File: src/rtl/wdt_guard_pkg.sv
package wdt_guard_pkg;
  localparam int DATA_W   = 8;
  localparam int BIT_RUN  = 0;
  localparam int BIT_MODE = 1;
  localparam int BIT_ACT  = 2;
  localparam int BIT_SRC  = 6;
  localparam int BIT_OVF  = 7;

  typedef enum logic {
    SEL_CTRL = 1'b0,
    SEL_CNT  = 1'b1
  } reg_sel_e;

  typedef struct packed {
    logic act_rst;
    logic wdog_mode;
    logic run;
  } ctrl_t;
endpackage

File: src/rtl/wdt_count.sv
module wdt_count #(
  parameter int W = 8
) (
  input  logic         clk,
  input  logic         rst_pin_n,
  input  logic         clr,
  input  logic         run,
  input  logic         tick,
  input  logic         ld,
  input  logic [W-1:0] ld_val,
  output logic [W-1:0] cnt_q,
  output logic         wrap
);
  localparam logic [W-1:0] TOP = {W{1'b1}};

  assign wrap = run && tick && !ld && !clr && (cnt_q == TOP);

  always_ff @(posedge clk) begin
    if (!rst_pin_n)       cnt_q <= '0;
    else if (clr)         cnt_q <= '0;
    else if (ld)          cnt_q <= ld_val;
    else if (run && tick) cnt_q <= cnt_q + W'(1);
  end
endmodule

File: src/rtl/wdt_ctrl_reg.sv
module wdt_ctrl_reg
  import wdt_guard_pkg::*;
(
  input  logic  clk,
  input  logic  rst_pin_n,
  input  logic  clr,
  input  logic  wr_ctrl,
  input  ctrl_t wr_bits,
  input  logic  keep_ovf,
  input  logic  wrap,
  output ctrl_t ctrl_q,
  output logic  ovf_q,
  output logic  src_q
);
  always_ff @(posedge clk) begin
    if (!rst_pin_n) begin
      ctrl_q <= '0;
      ovf_q  <= 1'b0;
      src_q  <= 1'b1;
    end else if (clr) begin
      ctrl_q <= '0;
      ovf_q  <= 1'b0;
      src_q  <= 1'b0;
    end else begin
      if (wr_ctrl) ctrl_q <= wr_bits;
      if (wrap)                      ovf_q <= 1'b1;
      else if (wr_ctrl && !keep_ovf) ovf_q <= 1'b0;
    end
  end
endmodule

File: src/rtl/wdt_rst_pulse.sv
module wdt_rst_pulse #(
  parameter int LEN = 518
) (
  input  logic clk,
  input  logic rst_pin_n,
  input  logic fire,
  output logic active
);
  localparam int RW = $clog2(LEN + 1);
  localparam logic [RW-1:0] LOAD = RW'(LEN);

  logic [RW-1:0] remain_q;

  assign active = (remain_q != '0);

  always_ff @(posedge clk) begin
    if (!rst_pin_n)  remain_q <= '0;
    else if (fire)   remain_q <= LOAD;
    else if (active) remain_q <= remain_q - RW'(1);
  end
endmodule

File: src/rtl/wdt_guard.sv
module wdt_guard
  import wdt_guard_pkg::*;
#(
  parameter int RST_LEN = 518
) (
  input  logic              clk,
  input  logic              rst_pin_n,
  input  logic              tick,
  input  logic              wr_en,
  input  logic              wr_addr,
  input  logic [DATA_W-1:0] wr_data,
  input  logic              rd_addr,
  output logic [DATA_W-1:0] rd_data,
  output logic              sys_rst_out,
  output logic              nmi_req
);
  ctrl_t             ctrl_q;
  logic              ovf_q;
  logic              src_q;
  logic [DATA_W-1:0] cnt_q;
  logic              wrap;
  logic              wr_ctrl;
  logic              wr_cnt;
  logic              fire_rst;
  logic              fire_nmi;

  assign wr_ctrl  = wr_en && (reg_sel_e'(wr_addr) == SEL_CTRL) && !sys_rst_out;
  assign wr_cnt   = wr_en && (reg_sel_e'(wr_addr) == SEL_CNT)  && !sys_rst_out;
  assign fire_rst = wrap && ctrl_q.wdog_mode && ctrl_q.act_rst;
  assign fire_nmi = wrap && ctrl_q.wdog_mode && !ctrl_q.act_rst;

  wdt_count #(.W(DATA_W)) u_count (
    .clk       (clk),
    .rst_pin_n (rst_pin_n),
    .clr       (sys_rst_out),
    .run       (ctrl_q.run),
    .tick      (tick),
    .ld        (wr_cnt),
    .ld_val    (wr_data),
    .cnt_q     (cnt_q),
    .wrap      (wrap)
  );

  wdt_ctrl_reg u_ctrl (
    .clk       (clk),
    .rst_pin_n (rst_pin_n),
    .clr       (sys_rst_out),
    .wr_ctrl   (wr_ctrl),
    .wr_bits   (ctrl_t'(wr_data[BIT_ACT:BIT_RUN])),
    .keep_ovf  (wr_data[BIT_OVF]),
    .wrap      (wrap),
    .ctrl_q    (ctrl_q),
    .ovf_q     (ovf_q),
    .src_q     (src_q)
  );

  wdt_rst_pulse #(.LEN(RST_LEN)) u_pulse (
    .clk       (clk),
    .rst_pin_n (rst_pin_n),
    .fire      (fire_rst),
    .active    (sys_rst_out)
  );

  always_ff @(posedge clk) begin
    if (!rst_pin_n) nmi_req <= 1'b0;
    else            nmi_req <= fire_nmi;
  end

  always_comb begin
    rd_data = '0;
    if (reg_sel_e'(rd_addr) == SEL_CNT) begin
      rd_data = cnt_q;
    end else begin
      rd_data[BIT_OVF]         = ovf_q;
      rd_data[BIT_SRC]         = src_q;
      rd_data[BIT_ACT:BIT_RUN] = ctrl_q;
    end
  end
endmodule

File: config.mk
export PLATFORM = sky130hd
export DESIGN_NAME = wdt_guard
export DESIGN_NICKNAME = d
export VERILOG_FILES = /design/src/rtl/wdt_guard_pkg.sv /design/src/rtl/wdt_count.sv /design/src/rtl/wdt_ctrl_reg.sv /design/src/rtl/wdt_rst_pulse.sv /design/src/rtl/wdt_guard.sv
export SDC_FILE = /design/constraint.sdc
export NUM_CORES = 1
export LEC_CHECK = 0
export BUFFER_PORTS_ARGS = -buffer_cell sky130_fd_sc_hd__buf_4
export CAP_MARGIN = 5
export CORE_MARGIN = 5
export CORE_UTILIZATION = 55
export DETAILED_ROUTE_END_ITERATION = 16
export MAX_ROUTING_LAYER = met4
export PLACE_DENSITY = 0.79
export REMOVE_ABC_BUFFERS = 1
export SYNTH_ARGS = -nofsm -noshare
export SYNTH_HDL_FRONTEND = slang
export SYNTH_HIERARCHICAL = 1
export SYNTH_SLANG_ARGS = --single-unit
export TNS_END_PERCENT = 100
File: constraint.sdc
create_clock -name clk -period 5.5 [get_ports clk]
set_input_delay 0.825 -clock clk [delete_from_list [all_inputs] [get_ports clk]]
set_output_delay 0.825 -clock clk [all_outputs]
set_load 0.005 [all_outputs]
[Word level (Yosys, flattened, before mapping)]
Cells that the tools add are included.
Cells by class
  add/sub/neg operators: 2
  eq/ne operators: 1
  multiplexer cells: 9
  bitwise operators: 2
  reduce and logical (&&, ||, !) cells: 22
Operators by type and width (number)
  10-bit 2-to-1 mux: 2
  8-bit 2-to-1 mux: 2
  1-bit logical AND: 12
  10-bit nonzero test: 1
  10-bit by 1-bit subtractor with 10-bit output, second input constant: 1
  8-bit by 1-bit adder with 8-bit output, second input constant: 1
  8-bit == test, second input constant: 1
  3-bit 2-to-1 mux: 2
  2-bit nonzero test: 3
  1-bit zero test: 4
  2-bit OR reduction: 2
  1-bit 2-to-1 mux: 2
  2-bit 2-to-1 mux: 1
  1-bit NOT: 2
Storage, ports and cells
  bits in registers: 24
  bits of input ports: 14
  logic and storage cells: 45

[Longest topological paths before layout]
Gate-level depths: netlist of run 1.
  depth after elaboration: 10
  mapped depth: 14

[By module]
The synthesis of run 1 kept the hierarchy.
By module, submodules not included
  wdt_rst_pulse: instances 1, cells each 63, area an instance 555.5 um^2
  wdt_count: instances 1, cells each 51, area an instance 426.7 um^2
  wdt_ctrl_reg: instances 1, cells each 17, area an instance 182.7 um^2
  wdt_guard: instances 1, cells each 14, area an instance 161.4 um^2

[Least setup slack after synthesis of run 1]
No wires, ideal clock.
  path type: register to register
  from: reg u_pulse.remain_q[0]
  to: reg u_pulse.remain_q[9]
  data arrival time: 2.714 ns
  required time: 5.371 ns
  setup slack: 2.657 ns
  stages on the path, launching flop included: 14
  buffers on the path: 0
  cells stage by stage: dfxtp_1 > inv_1 > ha_1 > or4b_1 > nor3_4 > inv_2 > and3b_1 > nor2_1 > nand3_1 > nor3_1 > and3_1 > or3_1 > o41ai_1 > a31oi_1
On the way
  longest elaborated chain between the ends: 10
  elaborated cells between the ends (all ways): 13
RTL lines
  start, declared: RTL line wdt_rst_pulse.sv:12  | logic [RW-1:0] remain_q;
  start signal, assigned: RTL line wdt_rst_pulse.sv:19  | else if (active) remain_q <= remain_q - RW'(1);
  10-bit nonzero test (*): RTL line wdt_rst_pulse.sv:14  | assign active = (remain_q != '0);
  named net sys_rst_out: RTL line wdt_guard.sv:14  | output logic sys_rst_out,
  1-bit zero test (*): RTL line wdt_guard.sv:28  | assign wr_cnt = wr_en && (reg_sel_e'(wr_addr) == SEL_CNT) && !sys_rst_out;
  1-bit logical AND (*): RTL line wdt_guard.sv:28
  named net wr_cnt: RTL line wdt_guard.sv:23  | logic wr_cnt;
  1-bit zero test (*): RTL line wdt_count.sv:16  | assign wrap = run && tick && !ld && !clr && (cnt_q == TOP);
  1-bit logical AND (*) (3 in a row): RTL line wdt_count.sv:16
  named net wrap: RTL line wdt_guard.sv:21  | logic wrap;
  1-bit logical AND (*) (2 in a row): RTL line wdt_guard.sv:29  | assign fire_rst = wrap && ctrl_q.wdog_mode && ctrl_q.act_rst;
  named net fire_rst: RTL line wdt_guard.sv:24  | logic fire_rst;
  10-bit 2-to-1 mux / 2-bit nonzero test (equally long branches)
Mark *: on every way through the listed nets, which the timed path passes. The rest lies on a longest branch. The select of a mux whose other input is x is not followed.
A chain may end at the register's enable or synchronous reset.

[Final worst setup path of run 1]
  from: reg u_pulse.remain_q[0]
  to: reg u_pulse.remain_q[9]
On the way
  longest elaborated chain between the ends: 10
  elaborated cells between the ends (all ways): 13
RTL lines (RTL line)
  10-bit nonzero test (*): wdt_rst_pulse.sv:14
  1-bit zero test (*): wdt_guard.sv:28
  1-bit logical AND (*): wdt_guard.sv:28
  named net wr_cnt: wdt_guard.sv:23
  1-bit zero test (*): wdt_count.sv:16
  1-bit logical AND (*) (3 in a row): wdt_count.sv:16
  named net wrap: wdt_guard.sv:21
  1-bit logical AND (*) (2 in a row): wdt_guard.sv:29
  named net fire_rst: wdt_guard.sv:24
  10-bit 2-to-1 mux / 2-bit nonzero test (equally long branches)
Marked as above.

==> results of run 1 <==
-- report_power, final --
| part | leakage [uW] | internal [uW] | total [uW] | switching, uW |
|---|---|---|---|---|
| sequential | 0.000196 | 206 | 244 | 38.6 |
| combinational | 0.000449 | 133 | 303 | 170 |
| clock | 0.0000279 | 73.6 | 127 | 53.0 |
| total | 0.000672 | 413 | 674 | 262 |
-- worst register-to-register path, delay by kind of cell, from the launching register on --
kind	cells	cell delay, ns
simple gates	8	1.87
compound gates	2	0.41
flops	1	0.35
fa+ha+maj	1	0.25
buf+inv	2	0.23
-- path summary, 6_finish.rpt --
path	cells past startpoint	slack, ns	end	startpoint
worst min register to register	2	0.49	u_ctrl/src_q	u_ctrl/src_q
worst max-delay path	13	2.29	u_pulse/remain_q[9]	u_pulse/remain_q[0]
worst min-delay path	2	0.49	u_ctrl/src_q	u_ctrl/src_q
worst max register to register	13	2.29	u_pulse/remain_q[9]	u_pulse/remain_q[0]
-- metal layers --
layer / part of all wire (%) / vias to the layer above / wire length, um
met2: 47 / 39 / 1330
met5: 0 / - / 0
met4: 1.8 / 0 / 50
met1: 45 / 517 / 1290
li1: - / 562 / -
met3: 6.3 / 6 / 180
-- flip-flops by register name, summed over array words and instances, names as in the netlist --
name / count
u_ctrl/ovf_q: 1
u_count/cnt_q: 8
nmi_req: 1
u_ctrl/src_q: 1
u_ctrl/ctrl_q: 3
u_pulse/remain_q: 10
-- layout by cell type (no fill, tap or decap), drive strengths merged, types with 4 or more instances in the layout --
master	instances
buf	23
a21oi	6
a31oi	4
mux2i	6
nor3	6
and2	4
dfxtp	24
o21ai	8
nand2	10
inv	9
mux2	5
nor2	16
xor2	7
-- kinds of logic after synthesis --
kind of cell | share of synthesized area, %
and+or+nand+nor | 26.6
AOI/OAI and AO/OA | 13.9
DFF | 36.2
buffers and inverters | 3.68
muxes | 10.2
xor gates and xnor gates | 6.60
adders and majority gates | 2.83
-- metrics by stage --
stage	power, uW	instances	hold slack, ns	instance area (um^2)	setup slack, ns
floorplan	469	143	0.442	1310	2.66
global placement	531	194	0.489	1520	2.52
detailed placement	540	194	0.469	1520	2.40
CTS	674	198	0.494	1570	2.33
global route	724	198	0.522	1570	2.10
finish	674	198	0.495	1570	2.29
-- synth_stat cells, drive strengths merged (4+ instances only) --
| cell | n | area [um^2] |
|---|---|---|
| dfxtp | 24 | 480 |
| nor2 | 16 | 60.1 |
| nand2 | 10 | 40.0 |
| inv | 9 | 33.8 |
| o21ai | 8 | 40.0 |
| xor2 | 7 | 61.3 |
| a21oi | 6 | 30.0 |
| mux2i | 6 | 60.1 |
| nor3 | 6 | 51.3 |
| mux2 | 5 | 75.1 |
| a31oi | 4 | 25.0 |
| and2 | 4 | 28.8 |
-- layout make-up --
cell class	count	area, um^2
inverters	9	33.8
multi-input cells	110	797
well taps	28	35.0
flip-flops and latches	24	480
clock inverters	1	30.0
clock buffers	3	22.5
repair buffers	23	173
fillers	186	683
==> flow_metrics.env, run 1 <==
export IMPL_fmax_ghz=0.311
export IMPL_ant_nets=0
export IMPL_wl_per_cell_um=14.4
export IMPL_seq_area_frac_synth_pct=36.2
export IMPL_synth_edf_count=0
export IMPL_fin_crit_sh_pct=58.4
export IMPL_drt_initial_drc_count=33
export IMPL_via_count=1124
export IMPL_crit_chain="inv_1, ha_1, or4b_1, nor3_4, inv_2, and3b_1, nor2_1, nand3_1, nor3_1, and3_1, or3_1, o41ai_1, a31oi_1"
export IMPL_n_antenna_cell=0
export IMPL_powerDensity_nw_per_um2=429
export IMPL_grt_pass1_vias=1065
export IMPL_antenna_found_initial=0
export IMPL_end_kind="flop"
export IMPL_grt_setup_unrepaired="no"
export IMPL_nNetsFinal=188
export IMPL_async_flop_share_pct=0
export IMPL_slew_headroom_pct=54.9
export IMPL_worst_ep_required_time_ns=5.70
export IMPL_min_period_ns=3.21
export IMPL_ctsHoldBuffers=0
export IMPL_critPathMaxFanout=8
export IMPL_netlist_area_um2=1330
export IMPL_outcome="completed"
export IMPL_clock_latency_ns=0.31
export IMPL_holdCritPathClass="flop to flop"
export IMPL_die_h_um=59.1
export IMPL_globalRouteMet1Util_pct=24.7
export IMPL_setup_tns_ns=0
export IMPL_cap_violations=0
export IMPL_cts_sinks=24
export IMPL_die_width_um=59.1
export IMPL_gp_congestion=0.834
export IMPL_ys_warn_count=6
export IMPL_h_tree_depth=1
export IMPL_cts_resized=0
export IMPL_crit_slowest_cell="or4b_1"
export IMPL_numCtsBuffers=3
export IMPL_ys_types=45
export IMPL_start_kind="flop"
export IMPL_critical_path_buf_inv_count=2
export IMPL_arrival_ns=3.42
export IMPL_ys_ff_latch=24
export IMPL_firstDrtPassIters=4
export IMPL_port_buffers=23
export IMPL_cts_setup_buffers=0
export IMPL_crit_type="flop to flop"
export IMPL_use_met2_pct=26.8
export IMPL_overflow=0
export IMPL_synth_area_per_cell_um2=9.15
export IMPL_finalWirelength_um=2850
export IMPL_utilization_pct=69.7
export IMPL_setup_violations_final=0
export IMPL_boundaryPins=24
export IMPL_p_leak_uw=0.000672
export IMPL_hold_violations=0
export IMPL_drv_slew=0
export IMPL_cts_tree="done"
export IMPL_grt_busiest_layer="met2"
export IMPL_grt_pass1_wl_um=4800
export IMPL_syn_to_final_growth_pct=18.5
export IMPL_synthesis_instances=145
export IMPL_grt_usage_pct=18.1
export IMPL_final_layout_size_suffix_gt1_share_pct=26.5
export IMPL_slowest_delay_ns=0.56
export IMPL_start_util_pct=58.8
export IMPL_hpwl_um=2170
export IMPL_worst_path_dominant_cell_family="simple AND/OR/NAND/NOR gates"
export IMPL_core_area_um2=2250
export IMPL_tightest_slew_ns=0.675
export IMPL_route_detailed_drc=0
export IMPL_fin_skew_ns=0.00346
export IMPL_synth_main_ff_cell="dfxtp_1"
export IMPL_peakVddDrop_v=0.000342
export IMPL_vias_per_cell=5.68
export IMPL_clk_pin_slew_ns=0.14
export IMPL_dieArea_um2=3490
export IMPL_fp_row_count=17
export IMPL_cts_buffer_depth=2
export IMPL_root_buffer="clkbuf_4"
export IMPL_use_met3_pct=3.27
export IMPL_grt_max_degree=15
(Power assumes the default switching activity.)
==> run 2, diff against run 1 <==
ABC_AREA = 1   (was unset)
PLACE_DENSITY = 0.78   (was 0.79)
clock period = 3.3 ns   (was 5.5 ns; I/O delays follow)
==> flow_metrics.env, run 2 <==
export IMPL_outcome="completed"
export IMPL_async_flop_share_pct=0
export IMPL_power_uw=1150
export IMPL_port_buffers=23
export IMPL_crit_type="flop to flop"
export IMPL_r2r_start="u_pulse/remain_q[0]"
export IMPL_p_leak_uw=0.000742
export IMPL_ctsHoldBuffers=0
export IMPL_grt_max_degree=14
export IMPL_powerDensity_nw_per_um2=698
export IMPL_clk_pin_slew_ns=0.14
export IMPL_antenna_found_initial=0
export IMPL_fin_crit_sh_pct=75.9
export IMPL_n_antenna_cell=0
export IMPL_synth_area_per_cell_um2=6.42
export IMPL_ys_ff_latch=24
export IMPL_synth_mux_area_share_pct=0
export IMPL_arrival_ns=2.72
export IMPL_numCtsBuffers=3
export IMPL_route_detailed_drc=0
export IMPL_start_util_pct=57.5
export IMPL_ys_types=24
export IMPL_grt_pass1_vias=1141
export IMPL_min_period_ns=2.50
export IMPL_hpwl_um=2340
export IMPL_finalWorstSetupSlack_ns=0.795
export IMPL_vias_per_cell=4.88
export IMPL_grt_usage_pct=17.9
export IMPL_synth_top_area_share_pct=34.0
export IMPL_tightest_slew_ns=0.299
export IMPL_core_area_um2=2450
export IMPL_die_width_um=60.7
export IMPL_dieArea_um2=3680
export IMPL_cap_violations=0
export IMPL_final_cell_area_um2=1650
export IMPL_fin_hold_ws_ns=0.372
export IMPL_yosys_area_share_xor_xnor_pct=4.96
export IMPL_cts_setup_buffers=0
export IMPL_netlist_area_um2=1410
export IMPL_fmax_ghz=0.399
export IMPL_netlist_top_cells_area="dfxtp_1, nand2_1, inv_1, nor2_1, nand3_1"
export IMPL_nNetsFinal=264
export IMPL_overflow=0
export IMPL_ys_warn_count=6
export IMPL_wl_per_cell_um=10.9
export IMPL_rrSetupSlack_ns=0.80
export IMPL_root_buffer="clkbuf_4"
export IMPL_firstDrtPassIters=4
export IMPL_synthesis_instances=220
export IMPL_yosys_cell_count_top_type="nand2_1"
export IMPL_hold_violations=0
export IMPL_final_layout_size_suffix_gt1_share_pct=17.9
export IMPL_drt_initial_drc_count=51
export IMPL_synth_main_ff_cell="dfxtp_1"
export IMPL_fp_row_count=18
export IMPL_final_common_cell="nand2_1"
export IMPL_critPathMaxFanout=11
export IMPL_reg2reg_to="u_pulse/remain_q[3]"
export IMPL_synth_top_cells_by_count="nand2_1, inv_1, dfxtp_1, nor2_1, nand3_1"
export IMPL_grt_pass1_wl_um=4900
export IMPL_place_area_um2=1610
export IMPL_worst_ep_required_time_ns=3.52
export IMPL_fin_skew_ns=0.00629
export IMPL_cts_buffer_depth=2
export IMPL_ant_nets=0
export IMPL_yosys_area_share_simple_pct=38.8
export IMPL_cts_sinks=24
export IMPL_yosysTopAreaCell="dfxtp_1"
export IMPL_setup_violations_final=0
export IMPL_finalWirelength_um=3010
export IMPL_peakVddDrop_v=0.000834
export IMPL_die_h_um=60.7
export IMPL_most_common_layout_cells="nand2_1, inv_1, buf_4, dfxtp_1, nor2_1"
export IMPL_clock_latency_ns=0.31
export IMPL_end_kind="flop"
export IMPL_biggestRegsByFlops="u_pulse/remain_q x10, u_count/cnt_q x8, u_ctrl/ctrl_q x3"
export IMPL_largest_reg_flops=10
export IMPL_gp_congestion=0.826
export IMPL_boundaryPins=24
export IMPL_synth_edf_count=0
export IMPL_grt_setup_unrepaired="no"
export IMPL_slew_headroom_pct=79.9
export IMPL_top_register="u_pulse/remain_q"
export IMPL_holdCritPathClass="primary input to flop"
export IMPL_cts_resized=0
export IMPL_drv_slew=0
export IMPL_cts_tree="done"
export IMPL_seq_area_frac_synth_pct=34.0
export IMPL_synth_compound_area_share_pct=8.95
export IMPL_setup_tns_ns=0
export IMPL_worstSetupEndpoint="u_pulse/remain_q[3]"
export IMPL_h_tree_depth=1
export IMPL_startpoint="u_pulse/remain_q[0]"
export IMPL_synth_top_family_by_area="simple AND/OR/NAND/NOR gates"
export IMPL_start_kind="flop"
export IMPL_synthAdderAreaFrac_pct=2.66
export IMPL_reg2reg_depth=15
export IMPL_syn_to_final_growth_pct=16.7
export IMPL_pre_cts_ws_ns=0.836
export IMPL_via_count=1348
==> run 2: report_power, final <==
part	switching (uW)	leakage (uW)	internal (uW)
Combinational	368	0.000525	225
Sequential	49.6	0.000196	350
Clock	88.8	0.0000210	67.4
Total	506	0.000742	642
==> run 2: final cells by class <==
type / count / area, um^2
clock buffer: 4 / 36.3
timing repair buffer: 24 / 180
multi-input combinational: 160 / 782
inverter: 34 / 130
fill: 237 / 808
tap: 30 / 37.5
sequential: 24 / 480
==> run 2: kinds of logic (layout without fill, tap and decap cells) <==
logic type,count (synthesis),count (layout)
AOI/OAI and AO/OA,24,24
xor gates and xnor gates,8,8
adders and majority gates,3,3
buffers and inverters,36,62
DFF,24,24
and+or+nand+nor,125,125
==> run 2: worst min-delay path by stage <==
stage	endpoint	cells past startpoint	startpoint	slack, ns
2_1_floorplan	u_ctrl/src_q	2	u_ctrl/src_q	0.42
3_3_place_gp	u_ctrl/src_q	2	u_ctrl/src_q	0.43
3_5_place_dp	u_ctrl/src_q	2	u_ctrl/src_q	0.45
4_1_cts	u_ctrl/src_q	2	rst_pin_n	0.36
5_1_grt	u_ctrl/src_q	2	rst_pin_n	0.36
6_report	u_ctrl/src_q	2	rst_pin_n	0.37
==> run 2: per-stage QoR <==
stage               cells  util, %
floorplan             218        -
global placement      272     65.6
detailed placement    272     65.6
CTS                   276     67.1
global route          276     67.1
finish                276     67.1
==> run 2: per-layer routing <==
layer  up-vias  global-route usage [%]  share of wire, %  wire length [um]
li1        727                       -                 -                 -
met1       590                    26.1                51              1530
met2        29                    25.2                44              1320
met3         2                    2.55               5.1               155
met4         0                    6.19              0.40                12
met5         -                       -                 0                 0
==> run 2: worst max-delay path, stage by stage (launching register included) <==
cell	delay [ns]
dfxtp_1	0.34
inv_1	0.09
ha_1	0.23
nand3_1	0.13
nor2_4	0.06
inv_1	0.19
nor2_1	0.08
buf_4	0.18
nor2_4	0.19
nand2_1	0.09
nor4_2	0.22
nand2_1	0.11
nor2_1	0.17
nor2_1	0.08
inv_1	0.16
nor2_1	0.08
==> run 3, diff against run 2 <==
CORE_UTILIZATION = 50   (was 55)
PLACE_DENSITY = 0.75   (was 0.78)
clock period = 2.25 ns   (was 3.3 ns; I/O delays follow)
==> flow_metrics.env, run 3 (synthesis results as in run 2) <==
export IMPL_crit_chain="inv_1, ha_1, nand3_1, nor2_4, inv_1, nor2_2, nor2_4, nand2_1, nor4_4, nand2_1, nor2_2, nor2_1, inv_2, nor2_1"
export IMPL_hold_violations=0
export IMPL_reg2reg_to="u_pulse/remain_q[6]"
export IMPL_fin_skew_ns=0.0101
export IMPL_ant_nets=0
export IMPL_power_switching_share_pct=42.2
export IMPL_port_buffers=23
export IMPL_powerDensity_nw_per_um2=1080
export IMPL_peakVddDrop_v=0.00124
export IMPL_min_to="u_ctrl/src_q"
export IMPL_root_buffer="clkbuf_4"
export IMPL_firstDrtPassIters=4
export IMPL_grt_max_degree=15
export IMPL_final_common_cell="nand2_1"
export IMPL_setup_tns_ns=0
export IMPL_intPower_uw=1060
export IMPL_fp_row_count=19
export IMPL_min_period_ns=2.07
export IMPL_cts_buffer_depth=2
export IMPL_die_width_um=63.1
export IMPL_dieArea_um2=3990
export IMPL_gp_congestion=0.859
export IMPL_crit_slowest_cell="dfxtp_1"
export IMPL_top_register="u_pulse/remain_q"
export IMPL_rrSetupSlack_ns=0.18
export IMPL_overflow=0
export IMPL_h_tree_depth=1
export IMPL_arrival_ns=2.30
export IMPL_fin_crit_sh_pct=91.8
export IMPL_outcome="completed"
export IMPL_finalWorstSetupSlack_ns=0.183
export IMPL_largest_reg_flops=10
export IMPL_clk_pin_slew_ns=0.14
export IMPL_die_h_um=63.1
export IMPL_start_util_pct=51.6
export IMPL_power_uw=1830
export IMPL_via_count=1378
export IMPL_p_leak_uw=0.000777
export IMPL_pre_cts_ws_ns=0.144
export IMPL_biggestRegsByFlops="u_pulse/remain_q x10, u_count/cnt_q x8, u_ctrl/ctrl_q x3"
export IMPL_nNetsFinal=267
export IMPL_antenna_found_initial=0
export IMPL_numCtsBuffers=3
export IMPL_fmax_ghz=0.484
export IMPL_whs_path_depth=2
export IMPL_min_from="rst_pin_n"
export IMPL_reg2reg_depth=14
export IMPL_fillers=255
export IMPL_multiInputGateArea_um2=796
export IMPL_fin_hold_ws_ns=0.194
export IMPL_grt_usage_pct=16.8
export IMPL_boundaryPins=24
export IMPL_most_common_layout_cells="nand2_1, inv_1, buf_4"
export IMPL_cap_violations=0
export IMPL_cts_sinks=24
export IMPL_drt_initial_drc_count=102
export IMPL_seqCellArea_um2=480
export IMPL_slew_headroom_pct=79.4
export IMPL_power_frac_clock_pct=17.3
export IMPL_worst_ep_required_time_ns=2.49
export IMPL_crit_type="flop to flop"
export IMPL_clock_latency_ns=0.32
export IMPL_core_area_um2=2730
export IMPL_tightest_slew_ns=0.307
export IMPL_hpwl_um=2380
export IMPL_holdCritPathClass="primary input to flop"
export IMPL_critPathMaxFanout=7
export IMPL_start_kind="flop"
export IMPL_route_detailed_drc=0
export IMPL_drv_slew=0
export IMPL_wl_per_cell_um=11.4
export IMPL_power_frac_comb_pct=50.6
export IMPL_cts_setup_buffers=0
export IMPL_grt_setup_unrepaired="no"
export IMPL_syn_to_final_growth_pct=20.5
export IMPL_utilization_pct=62.2
export IMPL_setup_violations_final=0
export IMPL_seqPwrFrac_pct=32.1
export IMPL_r2r_start="u_pulse/remain_q[0]"
export IMPL_slowest_delay_ns=0.35
export IMPL_grt_pass1_vias=1226
export IMPL_end_kind="flop"
export IMPL_cts_tree="done"
export IMPL_p_sw_uw=775
export IMPL_n_antenna_cell=0
export IMPL_critical_path_buf_inv_count=3
export IMPL_final_layout_size_suffix_gt1_share_pct=20.1
export IMPL_worst_path_dominant_cell_family="simple AND/OR/NAND/NOR gates"
export IMPL_vias_per_cell=4.92
export IMPL_grt_pass1_wl_um=5350
export IMPL_finalWirelength_um=3200
==> run 3: cell count changes in the layout (fill, tap and decap cells not counted), sizes merged <==
cell,before,now
buf,24,27
bufinv,0,1
clkbuf,4,3
==> run 3: repair_timing <==
item	CTS	global route
hold buffers	0	0
setup endpoints to repair	0	9
gates resized for setup	0	4
==> run 3: power by group through the flow <==
stage / logic, uW / clock network, uW / registers [uW]
final: 928 / 317 / 589
after global routing: 1050 / 344 / 603
after CTS: 919 / 322 / 586
after detailed placement: 911 / 0 / 594
after global placement: 898 / 0 / 594
after floorplan: 681 / 0 / 579
==> run 3: cell type report <==
| cell class | instances | area share, % |
|---|---|---|
| multi-input combinational | 160 | 46.8 |
| tap | 31 | 2.28 |
| inverter | 34 | 7.65 |
| timing repair buffer | 27 | 11.9 |
| clock buffer | 3 | 1.32 |
| sequential | 24 | 28.3 |
| clock inverter | 1 | 1.77 |
==> run 3: routing by layer <==
metal | up-vias | part of all wire (%) | track usage [%]
met2 | 40 | 44 | 23.6
met4 | 0 | 0.63 | 5.57
met5 | - | 0 | -
met1 | 604 | 49 | 23.7
met3 | 2 | 6.3 | 3.55
li1 | 732 | - | -
==> run 3: per-stage QoR <==
step	instance area, um^2	instances
4_1_cts	1690	280
3_3_place_gp	1630	276
6_report	1700	280
3_5_place_dp	1630	276
2_1_floorplan	1390	218
5_1_grt	1700	280
==> run 3: worst max path at each step <==
stage,startpoint,end,slack (ns),depth (start not counted)
finish,u_pulse/remain_q[0],u_pulse/remain_q[6],0.18,14
global route,u_pulse/remain_q[0],u_pulse/remain_q[0],0.00006,14
CTS,u_pulse/remain_q[0],u_pulse/remain_q[6],0.12,14
detailed placement,u_pulse/remain_q[0],u_pulse/remain_q[4],0.14,14
global placement,u_pulse/remain_q[0],u_pulse/remain_q[7],0.23,14
floorplan,u_pulse/remain_q[0],u_pulse/remain_q[8],0.04,14
